File: config.mk
export PLATFORM = sky130hd
export DESIGN_NAME = por_sequencer
export DESIGN_NICKNAME = d
export VERILOG_FILES = /design/src/rtl/por_sequencer.sv
export SDC_FILE = /design/constraint.sdc
export NUM_CORES = 1
export LEC_CHECK = 0
export ABC_AREA = 1
export CAP_MARGIN = 0
export CORE_MARGIN = 2
export CORE_UTILIZATION = 52
export CTS_BUF_LIST = sky130_fd_sc_hd__clkbuf_16
export DETAILED_ROUTE_END_ITERATION = 7
export PLACE_DENSITY_LB_ADDON = 0.08
export SLEW_MARGIN = 20
export SYNTH_ARGS = -nofsm -noshare
export SYNTH_HDL_FRONTEND = slang
export SYNTH_SLANG_ARGS = --single-unit
export TNS_END_PERCENT = 20
File: constraint.sdc
create_clock -name clk -period 2.3 [get_ports clk]
set_clock_uncertainty 0.2 [all_clocks]
set_input_delay 0.46 -clock clk [delete_from_list [all_inputs] [get_ports clk]]
set_output_delay 0.46 -clock clk [all_outputs]
set_load 0.005 [all_outputs]
File: src/rtl/por_sequencer.sv
module por_sequencer #(
  parameter int CW       = 10,
  parameter int PUP_PRE  = 8,
  parameter int PUP_LEN  = 1000,
  parameter int OSC_LEN  = 1024,
  parameter int LOCK_LEN = 256
) (
  input  logic       clk,
  input  logic       pwr_on,
  input  logic       brown,
  input  logic       ext_rst_n,
  input  logic       wake,
  input  logic [2:0] osc_mode,
  input  logic       pup_en,
  input  logic       rc_tick,
  output logic       chip_rst
);
  localparam int PW = (PUP_PRE > 1) ? $clog2(PUP_PRE) : 1;
  localparam logic [PW-1:0] PRE_LAST  = PW'(PUP_PRE - 1);
  localparam logic [CW-1:0] PUP_LAST  = CW'(PUP_LEN - 1);
  localparam logic [CW-1:0] OSC_LAST  = CW'(OSC_LEN - 1);
  localparam logic [CW-1:0] LOCK_LAST = CW'(LOCK_LEN - 1);

  typedef enum logic [2:0] {S_BROWN, S_START, S_PUP, S_OSC, S_LOCK, S_DONE} state_t;
  typedef enum logic [1:0] {C_POWER, C_BROWN, C_WAKE} cause_t;

  state_t        st, st_n;
  cause_t        cause, cause_n;
  logic [PW-1:0] pre, pre_n;
  logic [CW-1:0] cnt, cnt_n;

  wire crystal   = ~osc_mode[2];
  wire mult_mode = (osc_mode == 3'd3);

  state_t after_osc, after_pup, first_phase;
  assign after_osc   = mult_mode ? S_LOCK : S_DONE;
  assign after_pup   = (crystal && cause != C_BROWN) ? S_OSC : after_osc;
  assign first_phase = (cause != C_WAKE && pup_en) ? S_PUP : after_pup;

  always_comb begin
    st_n    = st;
    cause_n = cause;
    pre_n   = pre;
    cnt_n   = cnt;
    if (brown) begin
      st_n  = S_BROWN;
      pre_n = '0;
      cnt_n = '0;
    end else if (wake && st == S_DONE) begin
      st_n    = S_START;
      cause_n = C_WAKE;
    end else begin
      case (st)
        S_BROWN: begin
          st_n    = S_START;
          cause_n = C_BROWN;
        end
        S_START: st_n = first_phase;
        S_PUP: if (rc_tick) begin
          if (pre == PRE_LAST) begin
            pre_n = '0;
            if (cnt == PUP_LAST) begin
              cnt_n = '0;
              st_n  = after_pup;
            end else cnt_n = cnt + 1'b1;
          end else pre_n = pre + 1'b1;
        end
        S_OSC: begin
          if (cnt == OSC_LAST) begin
            cnt_n = '0;
            st_n  = after_osc;
          end else cnt_n = cnt + 1'b1;
        end
        S_LOCK: if (rc_tick) begin
          if (cnt == LOCK_LAST) begin
            cnt_n = '0;
            st_n  = S_DONE;
          end else cnt_n = cnt + 1'b1;
        end
        default: ;
      endcase
    end
  end

  always_ff @(posedge clk or posedge pwr_on) begin
    if (pwr_on) begin
      st       <= S_START;
      cause    <= C_POWER;
      pre      <= '0;
      cnt      <= '0;
      chip_rst <= 1'b1;
    end else begin
      st       <= st_n;
      cause    <= cause_n;
      pre      <= pre_n;
      cnt      <= cnt_n;
      chip_rst <= brown | ~ext_rst_n | (st_n != S_DONE);
    end
  end

  assert_brown_holds_R6: assert property (@(posedge clk) disable iff (pwr_on)
    brown |=> chip_rst);
  assert_brown_restarts_R7: assert property (@(posedge clk) disable iff (pwr_on)
    brown |=> (st == S_BROWN && cnt == '0));
  assert_pin_holds_R8: assert property (@(posedge clk) disable iff (pwr_on)
    !ext_rst_n |=> chip_rst);
  assert_osc_crystal_only_R3: assert property (@(posedge clk) disable iff (pwr_on)
    (st == S_OSC) |-> (crystal && cause != C_BROWN));
  assert_osc_bound_R3: assert property (@(posedge clk) disable iff (pwr_on)
    (st == S_OSC) |-> (cnt <= OSC_LAST));
  assert_lock_mode_only_R4: assert property (@(posedge clk) disable iff (pwr_on)
    (st == S_LOCK) |-> mult_mode);
  assert_no_pup_on_wake_R9: assert property (@(posedge clk) disable iff (pwr_on)
    (cause == C_WAKE) |-> (st != S_PUP));
  assert_release_done_R10: assert property (@(posedge clk) disable iff (pwr_on)
    $fell(chip_rst) |-> (st == S_DONE));
endmodule

==> impl_metrics.json, run 1 <==
{
  "numCtsBuffers": 3,
  "cp-start-kind": "register",
  "die_y_microns": 54.1,
  "grt_max_degree": 20,
  "cp-end-kind": "register",
  "rows": 18,
  "cts_root_buf": "clkbuf_16",
  "vdd_drop_max_mv": 0.521,
  "worst_pin_slew_ns": 0.368,
  "path_delay_family": "simple AND/OR/NAND/NOR gates",
  "p_int_mw": 0.820,
  "seq_area_frac_synth": 0.367,
  "setup_tns_ns": 0,
  "io_pins": 11,
  "critPathSlowestCell": "dfrtp_1",
  "power.leakage_nw": 0.719,
  "multiInputGateArea_sq_um": 703,
  "overflow": 0,
  "max_freq_mhz": 489,
  "grtUsageMet1": 0.306,
  "drt_iter0_markers": 37,
  "finalCriticalPeriod_ns": 2.05,
  "top_usage_layer": "met2",
  "synth_nets": 201,
  "slew_headroom": 0.753,
  "diodes": 0,
  "hold_start": "cnt[0]",
  "post_cts_resize_count": 0,
  "clock_latency_ns": 0.25,
  "arrival_ns": 1.97,
  "fp.dieArea_sq_um": 2920,
  "slowest_delay_ns": 0.38,
  "ant_nets": 0,
  "grt_antenna_before_repair": 0,
  "vias": 1212,
  "cp_cell_sequence": "ha_1 > nand2_1 > nor2_2 > nand2_1 > nor2_2 > nand2_1 > nand2_1 > nand2_1 > a21oi_2 > nor2_1",
  "yosys_warnings": 0,
  "clk_pin_slew_ns": 0.05,
  "crit_buf_inv": 0,
  "drt_first_pass_iters": 4,
  "start_util": 0.536,
  "startpoint": "cnt[0]",
  "synth_area_per_cell_sq_um": 6.93,
  "grt_setup_unrepaired": "no",
  "core_area_sq_um": 2430,
  "seq_area_sq_um": 478,
  "routed_wl_microns": 2620,
  "clk_path_buf_depth": 2,
  "drc_errors": 0,
  "netlist_instances": 188,
  "final_nets": 218,
  "grt_pass1_vias": 1083,
  "track_usage": 0.213,
  "whs_ns": 0.306,
  "fill_cells": 208,
  "run_status": "completed",
  "switching_share": 0.385,
  "finalWorstSetupSlack_ns": 0.254,
  "fin_util": 0.631,
  "grtUsageMet3": 0.0333,
  "area_growth_pct": 17.8,
  "power.density_nw_per_um2": 869,
  "min_path_type": "register to register",
  "portBuffers": 10,
  "wl_per_cell_microns": 11.2,
  "synth_area_sq_um": 1300,
  "use_met2": 0.329,
  "post-place-ws_ns": 0.207,
  "layout.cells.non_filler": 234,
  "die_x_microns": 54.1,
  "crit_type": "register to register",
  "cp_common_cell": "nand2_1",
  "ys_ff_latch": 19,
  "drive_above_1_share": 0.137,
  "path_max_fanout": 4,
  "holdBufCountCts": 0,
  "combPwrFrac": 0.380,
  "p_seq_frac": 0.357,
  "power.switching_mw": 0.513,
  "cap_viol_max_count": 0,
  "setup_viol": 0,
  "slew_viol_final": 0,
  "pwr-share-clk": 0.263,
  "place.gp.congestion": 0.845,
  "cts_tree": "done",
  "hold_viol_final": 0,
  "cts_setup_buffers": 0,
  "avgViaCountPerCell": 5.18,
  "ys_types": 28,
  "dp_cells": 230,
  "clock-sinks": 19,
  "htree_levels": 1,
  "r2r-start": "cnt[0]",
  "grt_pass1_wl_microns": 4500,
  "dp_hpwl_microns": 2070,
  "post-route-period-util": 0.889,
  "cp.required_ns": 2.23
}
==> worst register-to-register path: stages, from the launching register on <==
cell,delay [ns]
dfrtp_1,0.38
ha_1,0.18
nand2_1,0.10
nor2_2,0.17
nand2_1,0.12
nor2_2,0.17
nand2_1,0.07
nand2_1,0.06
nand2_1,0.11
a21oi_2,0.27
nor2_1,0.08
==> logic make-up (layout without fill, tap and decap cells) <==
kind of cell | count (synthesis) | in the layout | share of synthesized area
AND/OR/NAND/NOR | 109 | 109 | 0.400
XOR/XNOR | 1 | 1 | 0.00672
AO/OA/AOI/OAI | 24 | 24 | 0.104
buffers and inverters | 32 | 48 | 0.0941
adder cells (fa/ha/maj) | 3 | 3 | 0.0288
flip-flops | 19 | 19 | 0.367
==> synthesized netlist by cell type (all sizes together) <==
cell type / count / area [sq um]
nor2: 29 / 143
o21a: 1 / 7.51
nor3b: 1 / 7.51
nand3: 19 / 118
ha: 3 / 37.5
dfrtp: 17 / 425
o21ai: 15 / 75.1
inv: 32 / 123
o31ai: 1 / 7.51
or2: 1 / 6.26
a21oi: 6 / 37.5
nand4: 3 / 18.8
dfstp: 2 / 52.6
o21bai: 1 / 7.51
xor2: 1 / 8.76
nor3: 3 / 15.0
nand2: 53 / 214
==> area by class of cell <==
type,instances,share of cell area
inverter,32,0.0799
tap,30,0.0244
sequential,19,0.311
multi-input combinational,137,0.458
timing repair buffer,12,0.0750
clock inverter,1,0.00244
clock buffer,3,0.0489
==> sequential cells by signal, summed over array words and instances, names as in the netlist <==
register and flops:
st 3, chip_rst 1, cause 2, cnt 10, pre 3
==> routing by layer <==
metal | part of all wire | vias up | wire (microns)
li1 | - | 624 | -
met1 | 0.49 | 555 | 1280
met2 | 0.46 | 31 | 1190
met3 | 0.050 | 2 | 130
met4 | 0.0057 | 0 | 15
met5 | 0 | - | 0
==> power groups by stage <==
stage          Clock, mW  Combinational (mW)  Sequential, mW
6_report           0.351               0.507           0.476
5_1_grt            0.380               0.585           0.484
4_1_cts            0.358               0.511           0.475
3_5_place_dp           0               0.507           0.481
3_3_place_gp           0               0.492           0.475
2_1_floorplan          0               0.405           0.466
==> worst paths after layout <==
check                              end  slack (ns)  cells past startpoint
worst max register to register  cnt[3]        0.25                     10
max in group asynchronous        st[0]        1.30                      3
min in group asynchronous       pre[0]        0.33                      3
worst min register to register  cnt[0]        0.31                      1
worst min-delay path            cnt[0]        0.31                      1
worst max-delay path            cnt[3]        0.25                     10
==> cell usage in the layout (no fill, tap or decap) <==
cell	instances
o21a_1	1
o21ai_1	6
o31ai_1	1
nand2_1	49
nand2_2	3
nor3_1	3
nand4_1	3
clkbuf_16	3
inv_1	28
o21bai_1	1
nand3_1	16
nand3_4	1
inv_2	4
ha_1	3
buf_4	2
xor2_1	1
nor2_8	1
or2_2	1
nor2_1	23
nor2_4	1
a21oi_1	4
a21oi_2	2
o21ai_0	9
inv_4	1
dfstp_2	2
dfrtp_1	17
nor2_2	4
nand2_4	1
nand3_2	2
nor3b_1	1
clkdlybuf4s50_1	10
==> through the flow <==
| step | total power, mW | cell area (sq um) |
|---|---|---|
| 3_3_place_gp | 0.968 | 1460 |
| 4_1_cts | 1.34 | 1540 |
| 5_1_grt | 1.45 | 1540 |
| 3_5_place_dp | 0.988 | 1460 |
| 6_report | 1.33 | 1540 |
| 2_1_floorplan | 0.871 | 1300 |
No activity file was read; power rests on OpenSTA's default activity.
==> run 2: changes to the inputs <==
--- a/config.mk
+++ b/config.mk
@@ -11,7 +11,7 @@
 export CORE_UTILIZATION = 52
 export CTS_BUF_LIST = sky130_fd_sc_hd__clkbuf_16
 export DETAILED_ROUTE_END_ITERATION = 7
-export PLACE_DENSITY_LB_ADDON = 0.08
+export PLACE_DENSITY = 0.73
 export SLEW_MARGIN = 20
 export SYNTH_ARGS = -nofsm -noshare
 export SYNTH_HDL_FRONTEND = slang
==> impl_metrics.json, run 2 (same netlist as run 1, synthesis figures left out) <==
{
  "arrival_ns": 1.98,
  "max_freq_mhz": 489,
  "reg.largest.list": "cnt (10), pre (3), st (3)",
  "slew_headroom": 0.726,
  "die_x_microns": 54.1,
  "clock-sinks": 19,
  "setup_tns_ns": 0,
  "path_max_fanout": 4,
  "power.switching_mw": 0.526,
  "combPwrFrac": 0.381,
  "clk_pin_slew_ns": 0.05,
  "diodes": 0,
  "cts_root_buf": "clkbuf_16",
  "htree_levels": 1,
  "grt_setup_unrepaired": "no",
  "start_util": 0.536,
  "core_area_sq_um": 2430,
  "power.leakage_nw": 0.717,
  "clock_latency_ns": 0.25,
  "cp-start-kind": "register",
  "vias": 1211,
  "cts_tree": "done",
  "largest_reg_flops": 10,
  "top_register": "cnt",
  "routed_wl_microns": 2770,
  "overflow": 0,
  "cts_setup_buffers": 0,
  "cp.required_ns": 2.23,
  "worst_pin_slew_ns": 0.408,
  "drt_iter0_markers": 31,
  "p_seq_frac": 0.353,
  "track_usage": 0.217,
  "whs_path_depth": 1,
  "fin_util": 0.632,
  "die_y_microns": 54.1,
  "post_cts_resize_count": 0,
  "rr_worst_depth": 10,
  "switching_share": 0.390,
  "place.gp.congestion": 0.839,
  "grt_pass1_vias": 1081,
  "placed_area_sq_um": 1460,
  "fill_cells": 234,
  "post-route-period-util": 0.890,
  "final_area_sq_um": 1540,
  "cp-end-kind": "register",
  "vdd_drop_max_mv": 0.540,
  "layout_common_cells": "49 x nand2_1, 27 x inv_1, 23 x nor2_1",
  "hold_viol_final": 0,
  "final_nets": 218,
  "fp.dieArea_sq_um": 2920,
  "wl_per_cell_microns": 11.8,
  "numCtsBuffers": 3,
  "pwr-share-clk": 0.265,
  "final_common_cell": "nand2_1",
  "run_status": "completed",
  "power.density_nw_per_um2": 878,
  "drc_errors": 0,
  "io_pins": 11,
  "dp_hpwl_microns": 2130,
  "rows": 18,
  "grt_antenna_before_repair": 0,
  "slew_viol_final": 0,
  "ant_nets": 0,
  "drive_above_1_share": 0.142,
  "setup_viol": 0,
  "grt_max_degree": 20,
  "finalCriticalPeriod_ns": 2.05,
  "area_growth_pct": 17.9,
  "p_int_mw": 0.823,
  "avgViaCountPerCell": 5.18,
  "min_path_type": "register to register",
  "grt_pass1_wl_microns": 4510,
  "holdBufCountCts": 0,
  "drt_first_pass_iters": 4,
  "clk_path_buf_depth": 2,
  "portBuffers": 10,
  "cap_viol_max_count": 0,
  "crit_type": "register to register"
}
==> run 2: cell types whose count changed in the layout (fill, tap and decap cells not counted), sizes merged <==
cell,previous run,this run
inv,33,32
clkinv,0,1
==> run 2: worst max-delay path: stages, from the launching register on <==
cell and delay (ns):
dfrtp_1 0.38, ha_1 0.19, nand2_1 0.11, nor2_2 0.17, nand2_1 0.12, nor2_2 0.18
nand2_1 0.07, nand2_1 0.06, nand2_1 0.12, a21oi_2 0.25, nor2_1 0.08
==> run 2: layer usage <==
| layer | GRT usage | wire length, microns |
|---|---|---|
| met1 | 0.283 | 1330 |
| met2 | 0.364 | 1330 |
| met3 | 0.0417 | 89 |
| met4 | 0.0625 | 19 |
| met5 | 0 | 0 |
==> run 2: final timing paths <==
| check | startpoint | to | slack [ns] |
|---|---|---|---|
| setup / recovery | cnt[0] | cnt[7] | 0.25 |
| hold / removal | cnt[0] | cnt[0] | 0.31 |
| setup reg to reg | cnt[0] | cnt[7] | 0.25 |
| hold reg to reg | cnt[0] | cnt[0] | 0.31 |
| max in group asynchronous | pwr_on | st[0] | 1.29 |
| min in group asynchronous | pwr_on | pre[0] | 0.35 |
==> run 2: through the flow <==
step / instances / setup WS, ns / hold WS [ns] / power, mW
2_1_floorplan: 188 / 0.575 / 0.210 / 0.871
3_3_place_gp: 230 / 0.254 / 0.307 / 0.966
3_5_place_dp: 230 / 0.191 / 0.303 / 0.989
4_1_cts: 234 / 0.284 / 0.315 / 1.36
5_1_grt: 234 / 0.0692 / 0.338 / 1.45
6_report: 234 / 0.253 / 0.309 / 1.35
==> run 2: power by group through the flow <==
| stage | sequential, mW | combinational, mW | clock (mW) |
|---|---|---|---|
| finish | 0.476 | 0.515 | 0.358 |
| global route | 0.487 | 0.579 | 0.386 |
| CTS | 0.477 | 0.514 | 0.365 |
| detailed placement | 0.482 | 0.508 | 0 |
| global placement | 0.475 | 0.491 | 0 |
| floorplan | 0.466 | 0.405 | 0 |
==> run 2: final cells by class <==
cell class                 instances  area (sq um)  share of cell area
clock buffer                       3          75.1              0.0489
clock inverter                     1          5.00             0.00326
inverter                          32           123              0.0798
multi-input combinational        137           703               0.458
sequential                        19           478               0.311
tap                               30          37.5              0.0244
timing repair buffer              12           115              0.0749
